**src/rtl/fm_env_pkg.sv**
```systemverilog
package fm_env_pkg;

    localparam int ATT_W    = 10;
    localparam int ATT_MAX  = (1 << ATT_W) - 1;
    localparam int ATT_HALF = 1 << (ATT_W - 1);

    localparam int SSG_HOLD = 0;
    localparam int SSG_ALT  = 1;
    localparam int SSG_INV  = 2;
    localparam int SSG_EN   = 3;

    typedef enum logic [2:0] {
        ST_OFF = 3'd0,
        ST_REL = 3'd1,
        ST_SUS = 3'd2,
        ST_DEC = 3'd3,
        ST_ATK = 3'd4
    } env_state_e;

    typedef struct packed {
        env_state_e        state;
        logic [ATT_W-1:0]  att;
        logic              inv;
        logic              held;
        logic              prst;
    } env_regs_t;

endpackage

```
**src/rtl/fm_env_repeat.sv**
```systemverilog
module fm_env_repeat
    import fm_env_pkg::*;
#(
    parameter int RATE_W   = 7,
    parameter int FAST_ATK = 94
) (
    input  logic              fire,
    input  env_state_e        state_i,
    input  logic [ATT_W-1:0]  att_i,
    input  logic              inv_i,
    input  logic              held_i,
    input  logic [3:0]        ssg_ctl,
    input  logic [RATE_W-1:0] atk_rate,
    input  logic [ATT_W-1:0]  sus_lvl,
    output env_state_e        state_o,
    output logic [ATT_W-1:0]  att_o,
    output logic              inv_o,
    output logic              held_o,
    output logic              prst_o
);
    localparam logic [RATE_W-1:0] FAST_V = RATE_W'(FAST_ATK);
    localparam logic [ATT_W-1:0]  FULL_V = '1;

    env_state_e after_zero;

    always_comb begin
        after_zero = (sus_lvl == '0) ? ST_SUS : ST_DEC;
        state_o    = state_i;
        att_o      = att_i;
        inv_o      = inv_i;
        held_o     = held_i;
        prst_o     = 1'b0;
        if (fire) begin
            if (ssg_ctl[SSG_HOLD]) begin
                if (ssg_ctl[SSG_ALT] && !held_i) begin
                    inv_o = !inv_i;
                end
                held_o = 1'b1;
                if ((state_i != ST_ATK) && !(ssg_ctl[SSG_INV] ^ inv_o)) begin
                    att_o = FULL_V;
                end
            end else begin
                if (ssg_ctl[SSG_ALT]) begin
                    inv_o = !inv_i;
                end else begin
                    prst_o = 1'b1;
                end
                if (state_i != ST_ATK) begin
                    if (atk_rate >= FAST_V) begin
                        att_o   = '0;
                        state_o = after_zero;
                    end else if (att_i != '0) begin
                        state_o = ST_ATK;
                    end else begin
                        state_o = after_zero;
                    end
                end
            end
        end
    end

endmodule

```
**src/rtl/fm_env_step.sv**
```systemverilog
module fm_env_step
    import fm_env_pkg::*;
#(
    parameter int SHIFT_W = 4
) (
    input  env_state_e         state_i,
    input  logic [ATT_W-1:0]   att_i,
    input  logic [SHIFT_W-1:0] shift,
    input  logic [ATT_W-1:0]   sus_lvl,
    input  logic               ssg_en,
    output env_state_e         state_o,
    output logic [ATT_W-1:0]   att_o
);
    localparam logic signed [31:0] MAX_S  = 32'(ATT_MAX);
    localparam logic signed [31:0] HALF_S = 32'(ATT_HALF);

    logic signed [31:0] base;
    logic signed [31:0] inc;
    logic signed [31:0] add;
    logic signed [31:0] delta;
    logic signed [31:0] acc;
    logic signed [31:0] sus_s;
    env_state_e         after_zero;

    always_comb begin
        base       = 32'(att_i);
        sus_s      = 32'(sus_lvl);
        inc        = (shift == '0) ? 32'sd0 : (32'sd1 <<< (shift - 1'b1));
        add        = ssg_en ? ((base < HALF_S) ? (inc <<< 2) : 32'sd0) : inc;
        after_zero = (sus_lvl == '0) ? ST_SUS : ST_DEC;
        delta      = 32'sd0;
        acc        = base;
        state_o    = state_i;
        case (state_i)
            ST_ATK: begin
                if (shift != '0) begin
                    delta = (~base) <<< (shift - 1'b1);
                    delta = delta >>> 4;
                    acc   = base + delta;
                end
                if (acc <= 32'sd0) begin
                    acc     = 32'sd0;
                    state_o = after_zero;
                end
            end
            ST_DEC: begin
                acc = base + add;
                if (acc > MAX_S) acc = MAX_S;
                if (acc >= sus_s) state_o = ST_SUS;
            end
            ST_SUS: begin
                acc = base + add;
                if (acc > MAX_S) acc = MAX_S;
            end
            ST_REL: begin
                acc = base + add;
                if (ssg_en) begin
                    if (acc >= HALF_S) begin
                        acc     = MAX_S;
                        state_o = ST_OFF;
                    end
                end else if (acc >= MAX_S) begin
                    acc     = MAX_S;
                    state_o = ST_OFF;
                end
            end
            default: begin
                acc = base;
            end
        endcase
        att_o = acc[ATT_W-1:0];
    end

endmodule

```
**src/rtl/fm_env_out.sv**
```systemverilog
module fm_env_out
    import fm_env_pkg::*;
(
    input  env_state_e       state_i,
    input  logic [ATT_W-1:0] att_i,
    input  logic             inv_i,
    input  logic [3:0]       ssg_ctl,
    input  logic [ATT_W-1:0] total_lvl,
    output logic [ATT_W:0]   out_att
);
    localparam logic [ATT_W-1:0] HALF_V = ATT_W'(ATT_HALF);

    logic             flip;
    logic [ATT_W-1:0] shaped;

    always_comb begin
        flip    = ssg_ctl[SSG_EN] && (ssg_ctl[SSG_INV] ^ inv_i) && (state_i > ST_REL);
        shaped  = flip ? (HALF_V - att_i) : att_i;
        out_att = {1'b0, shaped} + {1'b0, total_lvl};
    end

endmodule

```
**src/rtl/fm_env_gen.sv**
```systemverilog
module fm_env_gen
    import fm_env_pkg::*;
#(
    parameter int SHIFT_W  = 4,
    parameter int RATE_W   = 7,
    parameter int FAST_ATK = 94
) (
    input  logic               clk,
    input  logic               rst,
    input  logic               tick,
    input  logic               key_on,
    input  logic               key_off,
    input  logic [SHIFT_W-1:0] inc_shift,
    input  logic [ATT_W-1:0]   sus_lvl,
    input  logic [ATT_W-1:0]   total_lvl,
    input  logic [3:0]         ssg_ctl,
    input  logic [RATE_W-1:0]  atk_rate,
    output logic [2:0]         env_state,
    output logic [ATT_W-1:0]   env_att,
    output logic [ATT_W:0]     out_att,
    output logic               phase_rst
);
    localparam logic [ATT_W-1:0] HALF_V = ATT_W'(ATT_HALF);
    localparam env_regs_t RESET_V = '{state: ST_OFF, att: '1, inv: 1'b0,
                                      held: 1'b0, prst: 1'b0};

    env_regs_t        regs_q, regs_d;
    logic             rep_fire;
    env_state_e       rep_state;
    logic [ATT_W-1:0] rep_att;
    logic             rep_inv, rep_held, rep_prst;
    env_state_e       step_state;
    logic [ATT_W-1:0] step_att;

    assign rep_fire = tick && ssg_ctl[SSG_EN] && (regs_q.state > ST_REL)
                      && (regs_q.att >= HALF_V);

    fm_env_repeat #(.RATE_W(RATE_W), .FAST_ATK(FAST_ATK)) rep_i (
        .fire     (rep_fire),
        .state_i  (regs_q.state),
        .att_i    (regs_q.att),
        .inv_i    (regs_q.inv),
        .held_i   (regs_q.held),
        .ssg_ctl  (ssg_ctl),
        .atk_rate (atk_rate),
        .sus_lvl  (sus_lvl),
        .state_o  (rep_state),
        .att_o    (rep_att),
        .inv_o    (rep_inv),
        .held_o   (rep_held),
        .prst_o   (rep_prst)
    );

    fm_env_step #(.SHIFT_W(SHIFT_W)) step_i (
        .state_i (rep_state),
        .att_i   (rep_att),
        .shift   (inc_shift),
        .sus_lvl (sus_lvl),
        .ssg_en  (ssg_ctl[SSG_EN]),
        .state_o (step_state),
        .att_o   (step_att)
    );

    fm_env_out out_i (
        .state_i   (regs_q.state),
        .att_i     (regs_q.att),
        .inv_i     (regs_q.inv),
        .ssg_ctl   (ssg_ctl),
        .total_lvl (total_lvl),
        .out_att   (out_att)
    );

    always_comb begin
        regs_d      = regs_q;
        regs_d.prst = 1'b0;
        if (key_on) begin
            regs_d.state = ST_ATK;
            regs_d.inv   = 1'b0;
            regs_d.held  = 1'b0;
        end else if (key_off) begin
            if (regs_q.state != ST_OFF) regs_d.state = ST_REL;
        end else if (tick && (regs_q.state != ST_OFF)) begin
            regs_d.state = step_state;
            regs_d.att   = step_att;
            regs_d.inv   = rep_inv;
            regs_d.held  = rep_held;
            regs_d.prst  = rep_prst;
        end
    end

    always_ff @(posedge clk) begin
        if (rst) regs_q <= RESET_V;
        else     regs_q <= regs_d;
    end

    assign env_state = regs_q.state;
    assign env_att   = regs_q.att;
    assign phase_rst = regs_q.prst;

    AST_STATE_LEGAL: assert property (@(posedge clk) disable iff (rst)
        env_state <= 3'd4);
    AST_KEYON_ATTACK: assert property (@(posedge clk) disable iff (rst)
        key_on |=> (env_state == 3'd4) && !phase_rst);
    AST_KEYOFF_RELEASE: assert property (@(posedge clk) disable iff (rst)
        (!key_on && key_off && env_state != 3'd0) |=> env_state == 3'd1);
    AST_OFF_FROZEN: assert property (@(posedge clk) disable iff (rst)
        (env_state == 3'd0 && !key_on) |=> (env_state == 3'd0) && $stable(env_att));
    AST_ATTACK_FALLS: assert property (@(posedge clk) disable iff (rst)
        (env_state == 3'd4 && !key_on && !key_off) |=> env_att <= $past(env_att));
    AST_SSG_RELEASE_CAP: assert property (@(posedge clk) disable iff (rst)
        (tick && ssg_ctl[SSG_EN] && env_state == 3'd1 && !key_on && !key_off)
        |=> (env_state == 3'd0) || (env_att < HALF_V));
    AST_STROBE_CAUSE: assert property (@(posedge clk) disable iff (rst)
        phase_rst |-> $past(tick) && $past(ssg_ctl[SSG_EN]) && !$past(ssg_ctl[SSG_HOLD]));
    AST_PLAIN_OUTPUT: assert property (@(posedge clk) disable iff (rst)
        !ssg_ctl[SSG_EN] |-> out_att == ({1'b0, env_att} + {1'b0, total_lvl}));

endmodule

```
**config.mk**
```make
export PLATFORM = sky130hd
export DESIGN_NAME = fm_env_gen
export DESIGN_NICKNAME = d
export VERILOG_FILES = /design/src/rtl/fm_env_pkg.sv /design/src/rtl/fm_env_repeat.sv /design/src/rtl/fm_env_step.sv /design/src/rtl/fm_env_out.sv /design/src/rtl/fm_env_gen.sv
export SDC_FILE = /design/constraint.sdc
export NUM_CORES = 1
export LEC_CHECK = 0
export BUFFER_PORTS_ARGS = -buffer_cell sky130_fd_sc_hd__buf_4
export CORE_UTILIZATION = 54
export CTS_CLUSTER_DIAMETER = 150
export DETAILED_ROUTE_END_ITERATION = 8
export PLACE_DENSITY = 0.9
export SETUP_SLACK_MARGIN = 0.1
export SLEW_MARGIN = 15
export SYNTH_ARGS = -nofsm -noshare
export SYNTH_HDL_FRONTEND = slang
export SYNTH_HIERARCHICAL = 1
export SYNTH_SLANG_ARGS = --single-unit
```
**constraint.sdc**
```tcl
create_clock -name clk -period 5.9 [get_ports clk]
set_clock_uncertainty 0.15 [all_clocks]
set_input_delay 1.18 -clock clk [delete_from_list [all_inputs] [get_ports clk]]
set_output_delay 1.18 -clock clk [all_outputs]
set_load 0.01 [all_outputs]
```
# Yosys cells after proc, flatten, opt, wreduce, memory -nomap -nowiden
# Cells that the tools add are included.
# W data, S select, Z words.
[word_totals]
mem_bits_ro = 0
latch_bits = 0
mem_bits_rw = 0
n_memories = 0
regBits = 16
wordCells = 107
[classes]
bitwise_logic = 7
add_sub_neg = 5
n_div = 0
n_mul = 0
n_reduce_logical = 26
n_eq_ne = 7
magnitude_cmp = 9
n_mux = 45
n_shift = 2
[op_table]
columns = ["operator", "count"]
rows = [
  ["$mux W32", 7],
  ["$mux W10", 10],
  ["$ge A32 B11 Y1 const B", 2],
  ["$pmux W10 S4", 1],
  ["$mux W3", 13],
  ["$add A11 B32 Y32", 1],
  ["$ge A32 B11 Y1", 1],
  ["$gt A32 B11 Y1 const B", 1],
  ["$le A32 B1 Y1 const B", 1],
  ["$not A10 Y32", 1],
  ["$sshl A2 B4 Y32 const A", 1],
  ["$sshl A32 B4 Y32", 1],
  ["$add A11 B28 Y29", 1],
  ["$mux W16", 1],
  ["$mux W1", 12],
  ["$add A10 B10 Y11", 1],
  ["$ge A10 B10 Y1 const B", 1],
  ["$logic_not A10 Y1", 1],
  ["$lt A10 B10 Y1 const B", 1],
  ["$reduce_bool A10 Y1", 1],
  ["$sub A10 B10 Y10 const A", 1],
  ["$pmux W3 S3", 1],
  ["$logic_and A1 B1 Y1", 8],
  ["$reduce_and A4 Y1", 2],
  ["20 further kinds", 30],
]

# Depth between registers and ports, before layout
# Gate-level depths: netlist of the first run.
[depth]
word_depth = 24
depth_mapped = 30
depth_no_buf = 28

# Hierarchy
# The synthesis of the first run kept the hierarchy.
[modules_own_cells]
columns = ["module", "cells_per_inst", "area_each_um2", "instances"]
rows = [
  ["fm_env_step", 414, 2881.5, 1],
  ["fm_env_gen", 78, 764.5, 1],
  ["fm_env_out", 73, 611.8, 1],
  ["fm_env_repeat", 38, 281.5, 1],
]

# Worst setup path before layout of the first run
# No wires, ideal clock.
[synth_path]
kind = "input port to flip-flop"
start = "input port ssg_ctl[3]"
end = "register regs_q (netlist bit env_state[0])"
t_arrival_ps = 6107
setup_slack_ps = -476
stages = 29
cell_sequence = "nand3_1 > nor2_1 > nand2b_1 > nor2_1 > nand3_2 > a21o_2 > buf_6 > nor2b_2 > a22oi_1 > nand2b_1 > nor2_1 > ha_1 > nor2b_1 > o211ai_2 > a31oi_1 > o41ai_2 > a21boi_0 > o2bb2ai_1 > nor2_1 > nand2_1 > ha_1 > a21o_1 > a21o_1 > a21o_1 > a21oi_1 > o21ai_0 > a41oi_1 > a211o_1 > o221a_2"
[synth_between]
elab_chain_cells = 16
elab_cells_between_ends = 32
[synth_rtl]
columns = ["element", "line", "rtl"]
rows = [
  ["start, declared", "fm_env_gen.sv:16", "input logic [3:0] ssg_ctl,"],
  ["$logic_and A1 B1 Y1 * (2 in series)", "fm_env_gen.sv:35", "assign rep_fire = tick && ssg_ctl[SSG_EN] && (regs_q.state > ST_REL)"],
  ["$logic_and A1 B1 Y1 *", "fm_env_gen.sv:36", "&& (regs_q.att >= HALF_V);"],
  ["net rep_fire", "fm_env_gen.sv:28", "logic rep_fire;"],
  ["$mux W10 *", "fm_env_repeat.sv:33", "if (fire) begin"],
  ["net rep_att[9]", "fm_env_gen.sv:30", "logic [ATT_W-1:0] rep_att;"],
  ["$lt A10 B10 Y1", "fm_env_step.sv:29", "add = ssg_en ? ((base < HALF_S) ? (inc <<< 2) : 32'sd0) : inc;"],
  ["$mux W32 (2 in series)", "fm_env_step.sv:29", ""],
  ["$add A11 B32 Y32", "fm_env_step.sv:47, fm_env_step.sv:56", ""],
  ["$gt A32 B11 Y1", "fm_env_step.sv:48", "if (acc > MAX_S) acc = MAX_S;"],
  ["$mux W32", "-", ""],
  ["$mux W32", "fm_env_step.sv:34", "case (state_i)"],
  ["$ge A32 B11 Y1", "fm_env_step.sv:49", "if (acc >= sus_s) state_o = ST_SUS;"],
  ["$mux W3", "fm_env_step.sv:49", ""],
  ["$pmux W3 S3 *", "fm_env_step.sv:34", ""],
  ["net step_state[0]", "fm_env_gen.sv:32", "env_state_e step_state;"],
  ["$mux W16 *", "fm_env_gen.sv:82", "end else if (tick && (regs_q.state != ST_OFF)) begin"],
  ["$mux W3 *", "fm_env_gen.sv:80", "end else if (key_off) begin"],
  ["end signal, assigned", "fm_env_gen.sv:93", "else regs_q <= regs_d;"],
  ["end, declared", "fm_env_gen.sv:27", "env_regs_t regs_q, regs_d;"],
]
# The timed path passes the listed nets; every way through them passes the cells marked *. The select of a mux whose other input is x is not followed.
# A chain may end at the register's enable or synchronous reset.

# Final worst setup path of the first run
[layout_path]
start = "input port tick"
end = "register regs_q (netlist bit env_state[0])"
[layout_between]
elab_chain_cells = 16
elab_cells_between_ends = 35
[layout_rtl]
columns = ["element", "line", "rtl"]
rows = [
  ["start, declared", "fm_env_gen.sv:10", "input logic tick,"],
  ["$logic_and A1 B1 Y1 * (2 in series)", "fm_env_gen.sv:35", ""],
  ["$logic_and A1 B1 Y1 *", "fm_env_gen.sv:36", ""],
  ["net rep_fire", "fm_env_gen.sv:28", ""],
  ["$mux W10 *", "fm_env_repeat.sv:33", ""],
  ["net rep_att[9]", "fm_env_gen.sv:30", ""],
  ["$lt A10 B10 Y1", "fm_env_step.sv:29", ""],
  ["$mux W32 (2 in series)", "fm_env_step.sv:29", ""],
  ["$add A11 B32 Y32", "fm_env_step.sv:47, fm_env_step.sv:56", ""],
  ["$gt A32 B11 Y1", "fm_env_step.sv:48", ""],
  ["$mux W32", "-", ""],
  ["$mux W32", "fm_env_step.sv:34", ""],
  ["$ge A32 B11 Y1", "fm_env_step.sv:49", ""],
  ["$mux W3", "fm_env_step.sv:49", ""],
  ["$pmux W3 S3 *", "fm_env_step.sv:34", ""],
  ["net step_state[0]", "fm_env_gen.sv:32", ""],
  ["$mux W16 *", "fm_env_gen.sv:82", ""],
  ["$mux W3 *", "fm_env_gen.sv:80", ""],
]
# Marks and branches as above.

==> results.md, run 1 <==
* Ant. Diodes at 0
* Hold EP: regs_q[1]
* Final min period at 5.94 ns
* Worst setup path class: in -> reg
* Global-route wire length before repair at 24800 um
* Routed wire length at 16900 um
* Total GRT Usage at 34.9%
* Synth area leader: ha_1
* Sw Ratio at 45.6%
* I/O Buffers at 63
* Area share of and/or/nand/nor cells after synthesis at 24.5%
* Largest net degree at the start of global routing at 22
* Synth Cell Area at 4540 sq um
* # rows at 33
* Flop2flop setup slack at 0.38 ns
* Count leader, synth: nor2_1
* Slowest CP cell: ha_1
* CTS Hold Bufs at 0
* Setup crit end kind: flip-flop
* Final setup viols at 1
* WL/cell at 19.9 um
* Synth warnings at 6
* Main combinational cell family by area after synthesis: compound AO/OA/AOI/OAI gates
* CP Launch Type: input pin
* DRT antenna net count at 0
* Hold_sp: regs_q[1]
* Clock share of power at 10.1%
* Clk sinks at 16
* Library cells used by synthesis at 99
* Async SR Flop Fraction at 0%
* DRC errors left at 0
* Syn_area_per_cell at 7.53 sq um
* Compound-Gate Fraction of Synth Area at 32.3%
* Vias in the first global route at 5412
* Die Footprint at 8780 sq um
* Failing checks: setup timing
* Post-synth EDFFs at 0
* Final setup margin at -0.0436 ns
* Reg2reg end: env_state[0]
* Cells after synthesis at 603
* Sequential share of power at 14.4%
* NetSw at 369 uW
* Mux cell area share after synthesis at 5.68%
* 1st-iter DRT viols at 587
* Routed vias/inst at 6.71
* Final RePlAce weighted congestion at 0.985
* Deepest clock path buffer count at 2
* Reg-to-reg startpoint: env_att[9]
* Minimum setup slack after placement at -0.358 ns
* Hpwl dp at 11800 um
* Worst Path Required at 5.90 ns
* LEAKAGE at 0.00280 uW
* Hold Path Depth at 2
* H-tree levels at 1
* Commonest cells in the netlist: nor2_1 (53), ha_1 (48), nand2_1 (44)
* CP peak stage delay at 0.30 ns
* Syn_nets at 694
* Nets at 838
* Seq/Total Area, Yosys at 7.06%
* Crit Path Max Fanout at 6
* Power Density at 128 nW/um^2
* Comb pwr share at 75.4%
* Final hold viol count at 0
* RSZ-0062 raised after global routing: yes
* Io pins at 65
* Max-cap viol count at 0
* Crit path DAT at 5.94 ns
* Xor/xnor cell area share of the yosys netlist at 7.75%
* Top_reg_cell synth: dfxtp_1
* R2R depth at 30
* Num CTS Buffers at 3
* Antenna violations before repair at 0
* Max Clock Freq at 168 MHz
* Die H at 93.7 um
* End-of-flow core utilization at 77.6%
* Final-report max-slew violation count at 0
* Die X at 93.7 um
* Core region area at 8180 sq um
* Top cell type's share of synthesized area at 13.2%
* Yosys reg bits at 16
* Insertion delay to the later sink of the worst-skew pair at 0.25 ns
* DR vias at 5704
* Area Growth Syn to Fin at 39.8%
* DRT Pass-1 Iters at 5
* Most common cell on crit path: buf_4
* Least-Margin Pin Slew at 1.19 ns
* Worst-path clk slew at 0.07 ns
* Peak supply drop at 0.0742 mV
* Top post-synthesis cells by area: ha_1 (13%), dfxtp_1 (7.1%), nor2_1 (4.4%)
* Proportion of layout cells with a drive suffix above 1 at 40.7%
* Worst Hold Class: reg -> reg
* Total congestion overflow at 0
* Outcome: complete, but fails checks
* Synth Area in Adders at 14.6%
* CTS root buf: clkbuf_8
* Worst rel slew slack at 20.7%
* Initial Utilization at 55.5%
* Tcrit/Tclk final at 101%
* Int Power at 440 uW
* CTS tree: built
## power by group through the flow
stage          registers, uW  clock network [uW]  logic (uW)
3_3_place_gp             118                   0         488
5_1_grt                  117                86.8         647
2_1_floorplan            117                   0         332
4_1_cts                  116                80.1         536
3_5_place_dp             119                   0         511
6_report                 117                82.0         610
## state kept, by name, indices dropped and copies added, names as in the netlist
register,count
env_state,3
regs_q,2
phase_rst,1
env_att,10
## metrics by stage
stage	area, sq um	hold WS (ns)	TNS (ns)	power (uW)	instances
2_1_floorplan	4610	0.308	-0.0310	448	603
3_3_place_gp	5660	0.327	-0.341	607	825
3_5_place_dp	5660	0.342	-1.14	630	825
4_1_cts	5960	0.351	0	732	840
5_1_grt	6350	0.377	-0.836	851	850
6_report	6350	0.355	-0.0436	809	850
## layout make-up
type,instances,area (sq um)
multi-input combinational,514,4350
fill,509,1830
timing repair buffer,175,1370
sequential,16,320
inverter,37,139
tap,105,131
clock buffer,3,41.3
## worst max path at each step
stage,startpoint,end,slack [ns],cells past startpoint
floorplan,ssg_ctl[3],env_state[0],-0.03,30
global placement,tick,env_state[0],-0.15,29
detailed placement,tick,env_state[0],-0.36,28
CTS,tick,env_state[0],0.03,29
global route,tick,env_state[0],-0.19,29
finish,tick,env_state[0],-0.04,31
## cell usage in the layout (no fill, tap or decap), types with 4 or more instances in the layout
master    netlist  layout
o21ai_2         1       4
mux4_2          5       5
o21ai_0        20      17
and3_1          6       6
buf_4          15     167
o211ai_1        4       4
mux2_2          4       4
mux2i_1        10      10
a21o_1         14      14
ha_1           48      41
a21oi_2         1       6
or3_1           6       5
nor2_2          0       5
nand4_1         4       4
nor2_1         53      42
nand2b_1        9       7
a21bo_2         5       5
a21bo_1         5       5
a31oi_1        18      16
a21o_2          9       4
xor2_1         16      16
nor2b_1         8       7
nand3_1        10       5
o21a_1          5       5
inv_1          35      35
nor4_1         12      11
ha_2            0       4
a211o_1         5       5
dfxtp_1        16      16
nand2_1        44      42
buf_6           3       4
a21o_4          0       5
xnor2_1        21      20
nor2_4          0       6
a21oi_1        36      31
nor3b_1         8       8
nor3_1         20      17
o21ai_1         4       4
## critical path: cells and delay by family
| family | cells | cell delay (ns) |
|---|---|---|
| multiplexers | 1 | 0.29 |
| AND/OR/NAND/NOR | 8 | 0.94 |
| AO/OA/AOI/OAI | 12 | 2.05 |
| adder cells (fa/ha/maj) | 1 | 0.30 |
| buffers and inverters | 9 | 1.12 |
## cells by family (layout without fill, tap and decap cells)
group | count (synthesis) | count (layout)
AO/OA/AOI/OAI | 198 | 198
XOR/XNOR | 38 | 38
adder cells (fa/ha/maj) | 51 | 51
buffers and inverters | 73 | 215
flip-flops | 16 | 16
multiplexers | 19 | 19
AND/OR/NAND/NOR | 208 | 208
## routing by layer
| metal | track usage (%) | share of wire, % |
|---|---|---|
| met4 | 14.9 | 4.8 |
| met1 | 40.9 | 38 |
| met3 | 4.45 | 8.4 |
| met2 | 63.2 | 48 |
| met5 | 0 | 0 |
## timing repair
item | 4_1_cts | 5_1_grt
cloned | 0 | 0
buffers inserted | 12 | 10
pin swaps | 26 | 29
resized for setup | 34 | 61
endpoints found under the setup margin | 6 | 12
No activity file was read; power rests on OpenSTA's default activity.
==> run 2, diff against run 1 <==
MAX_ROUTING_LAYER = met4   (was unset)
==> results.md, run 2 (synthesized netlist as in run 1, its figures left out) <==
* Crit path DAT at 5.92 ns
* WL/cell at 18.6 um
* Io pins at 65
* I/O Buffers at 63
* Final-report max-slew violation count at 0
* Total GRT Usage at 34.0%
* Num CTS Buffers at 3
* DR vias at 5478
* Top reg by flops: env_att
* Final setup viols at 1
* Final setup TNS at -0.0187 ns
* Insertion delay to the later sink of the worst-skew pair at 0.26 ns
* DRT antenna net count at 0
* DRT Pass-1 Iters at 5
* Antenna violations before repair at 0
* Global-route wire length before repair at 23400 um
* Hpwl dp at 11800 um
* Outcome: complete, but fails checks
* H-tree levels at 1
* Post-Layout Cell Count at 836
* Peak supply drop at 0.0927 mV
* Setup crit end kind: flip-flop
* Max-cap viol count at 0
* Number of fill cells at 577
* Die X at 93.7 um
* Routed vias/inst at 6.55
* # rows at 33
* Final hold viol count at 0
* Least-Margin Pin Slew at 1.18 ns
* Most common cell on crit path: a21o_1
* Ant. Diodes at 0
* Die H at 93.7 um
* Worst rel slew slack at 21.3%
* Die Footprint at 8780 sq um
* Commonest cells after routing, fill and taps aside: buf_4 (156), nor2_1 (46), nand2_1 (43), ha_1 (43), inv_1 (35)
* Worst Path Required at 5.90 ns
* Dpl cells at 827
* Worst setup path class: in -> reg
* Nets at 823
* Max reg flops at 10
* LEAKAGE at 0.00269 uW
* Clk sinks at 16
* CTS root buf: clkbuf_8
* Core region area at 8180 sq um
* Final min period at 5.92 ns
* Proportion of layout cells with a drive suffix above 1 at 35.6%
* CP Launch Type: input pin
* Total congestion overflow at 0
* Biggest regs: env_att (10), env_state (3), regs_q (2)
* CP peak stage delay at 0.36 ns
* 1st-iter DRT viols at 423
* Largest net degree at the start of global routing at 22
* Max Clock Freq at 169 MHz
* Routed wire length at 15500 um
* Total power draw at 778 uW
* WHS at 0.364 ns
* Worst Hold Class: reg -> reg
* RSZ-0062 raised after global routing: yes
* Failing checks: setup timing
* Initial Utilization at 55.5%
* DRC errors left at 0
* Crit Path Max Fanout at 6
* Worst-path clk slew at 0.07 ns
* Final RePlAce weighted congestion at 1.03
* Final Cell Area at 6020 sq um
* Area Growth Syn to Fin at 32.6%
* Deepest clock path buffer count at 2
* Final setup margin at -0.0187 ns
* Tcrit/Tclk final at 100%
* Cell Area, Placed at 5670 sq um
* CTS tree: built
* Slowest CP cell: a22oi_1
* Vias in the first global route at 5044
* Power Density at 129 nW/um^2
* Most common cell after layout, fill and taps aside: buf_4
==> run 2: cell types whose count changed in the layout (fill, tap and decap cells not counted), sizes merged <==
cell    change
buf        -15
clkbuf      +1
==> run 2: critical path: cells and delay by family <==
kind                     cells  cell delay, ns
AO/OA/AOI/OAI               14            2.62
XOR/XNOR                     1            0.13
buffers and inverters        3            0.36
AND/OR/NAND/NOR              9            0.98
adder cells (fa/ha/maj)      2            0.62
==> run 2: metal layers <==
metal	GRT usage, %	share of wire [%]	up-vias
li1	-	-	2515
met1	41.0	40	2612
met2	60.3	50	290
met3	1.86	6.7	61
met4	11.3	3.5	0
met5	-	0	-
==> run 2: final cells by class <==
type / count / area [sq um] / share of cell area [%]
repair buffers: 160 / 1220 / 20.3
clock buffers: 4 / 55.1 / 0.915
inverters: 37 / 139 / 2.31
multi-input cells: 514 / 4150 / 69.0
flip-flops and latches: 16 / 320 / 5.32
well taps: 105 / 131 / 2.18
==> run 2: final timing paths <==
path / start / to / slack (ns) / cells past startpoint
setup / recovery: tick / env_state[0] / -0.02 / 29
setup reg to reg: env_att[9] / env_state[0] / 0.39 / 28
hold / removal: regs_q[1] / regs_q[1] / 0.36 / 2
hold reg to reg: regs_q[1] / regs_q[1] / 0.36 / 2
==> run 2: power by group <==
group | internal (uW) | total (uW) | switching, uW | leakage [uW]
combinational | 264 | 560 | 296 | 0.00253
sequential | 111 | 117 | 6.01 | 0.000130
clock | 59.4 | 101 | 42.0 | 0.0000288
total | 434 | 778 | 344 | 0.00269
==> run 2: what timing repair did <==
action	in CTS	in global routing
endpoints found under the setup margin	7	9
hold buffers	0	0
gates cloned	0	0
gates resized for setup	4	49
setup buffers	1	4
pin swaps	1	25
==> run 2: stage by stage <==
| stage | worst slack [ns] | utilization [%] |
|---|---|---|
| after floorplan | -0.0310 | - |
| after global placement | -0.115 | 69.3 |
| after detailed placement | -0.324 | 69.3 |
| after CTS | 0.0675 | 70.4 |
| after global routing | -0.187 | 73.6 |
| final | -0.0187 | 73.6 |
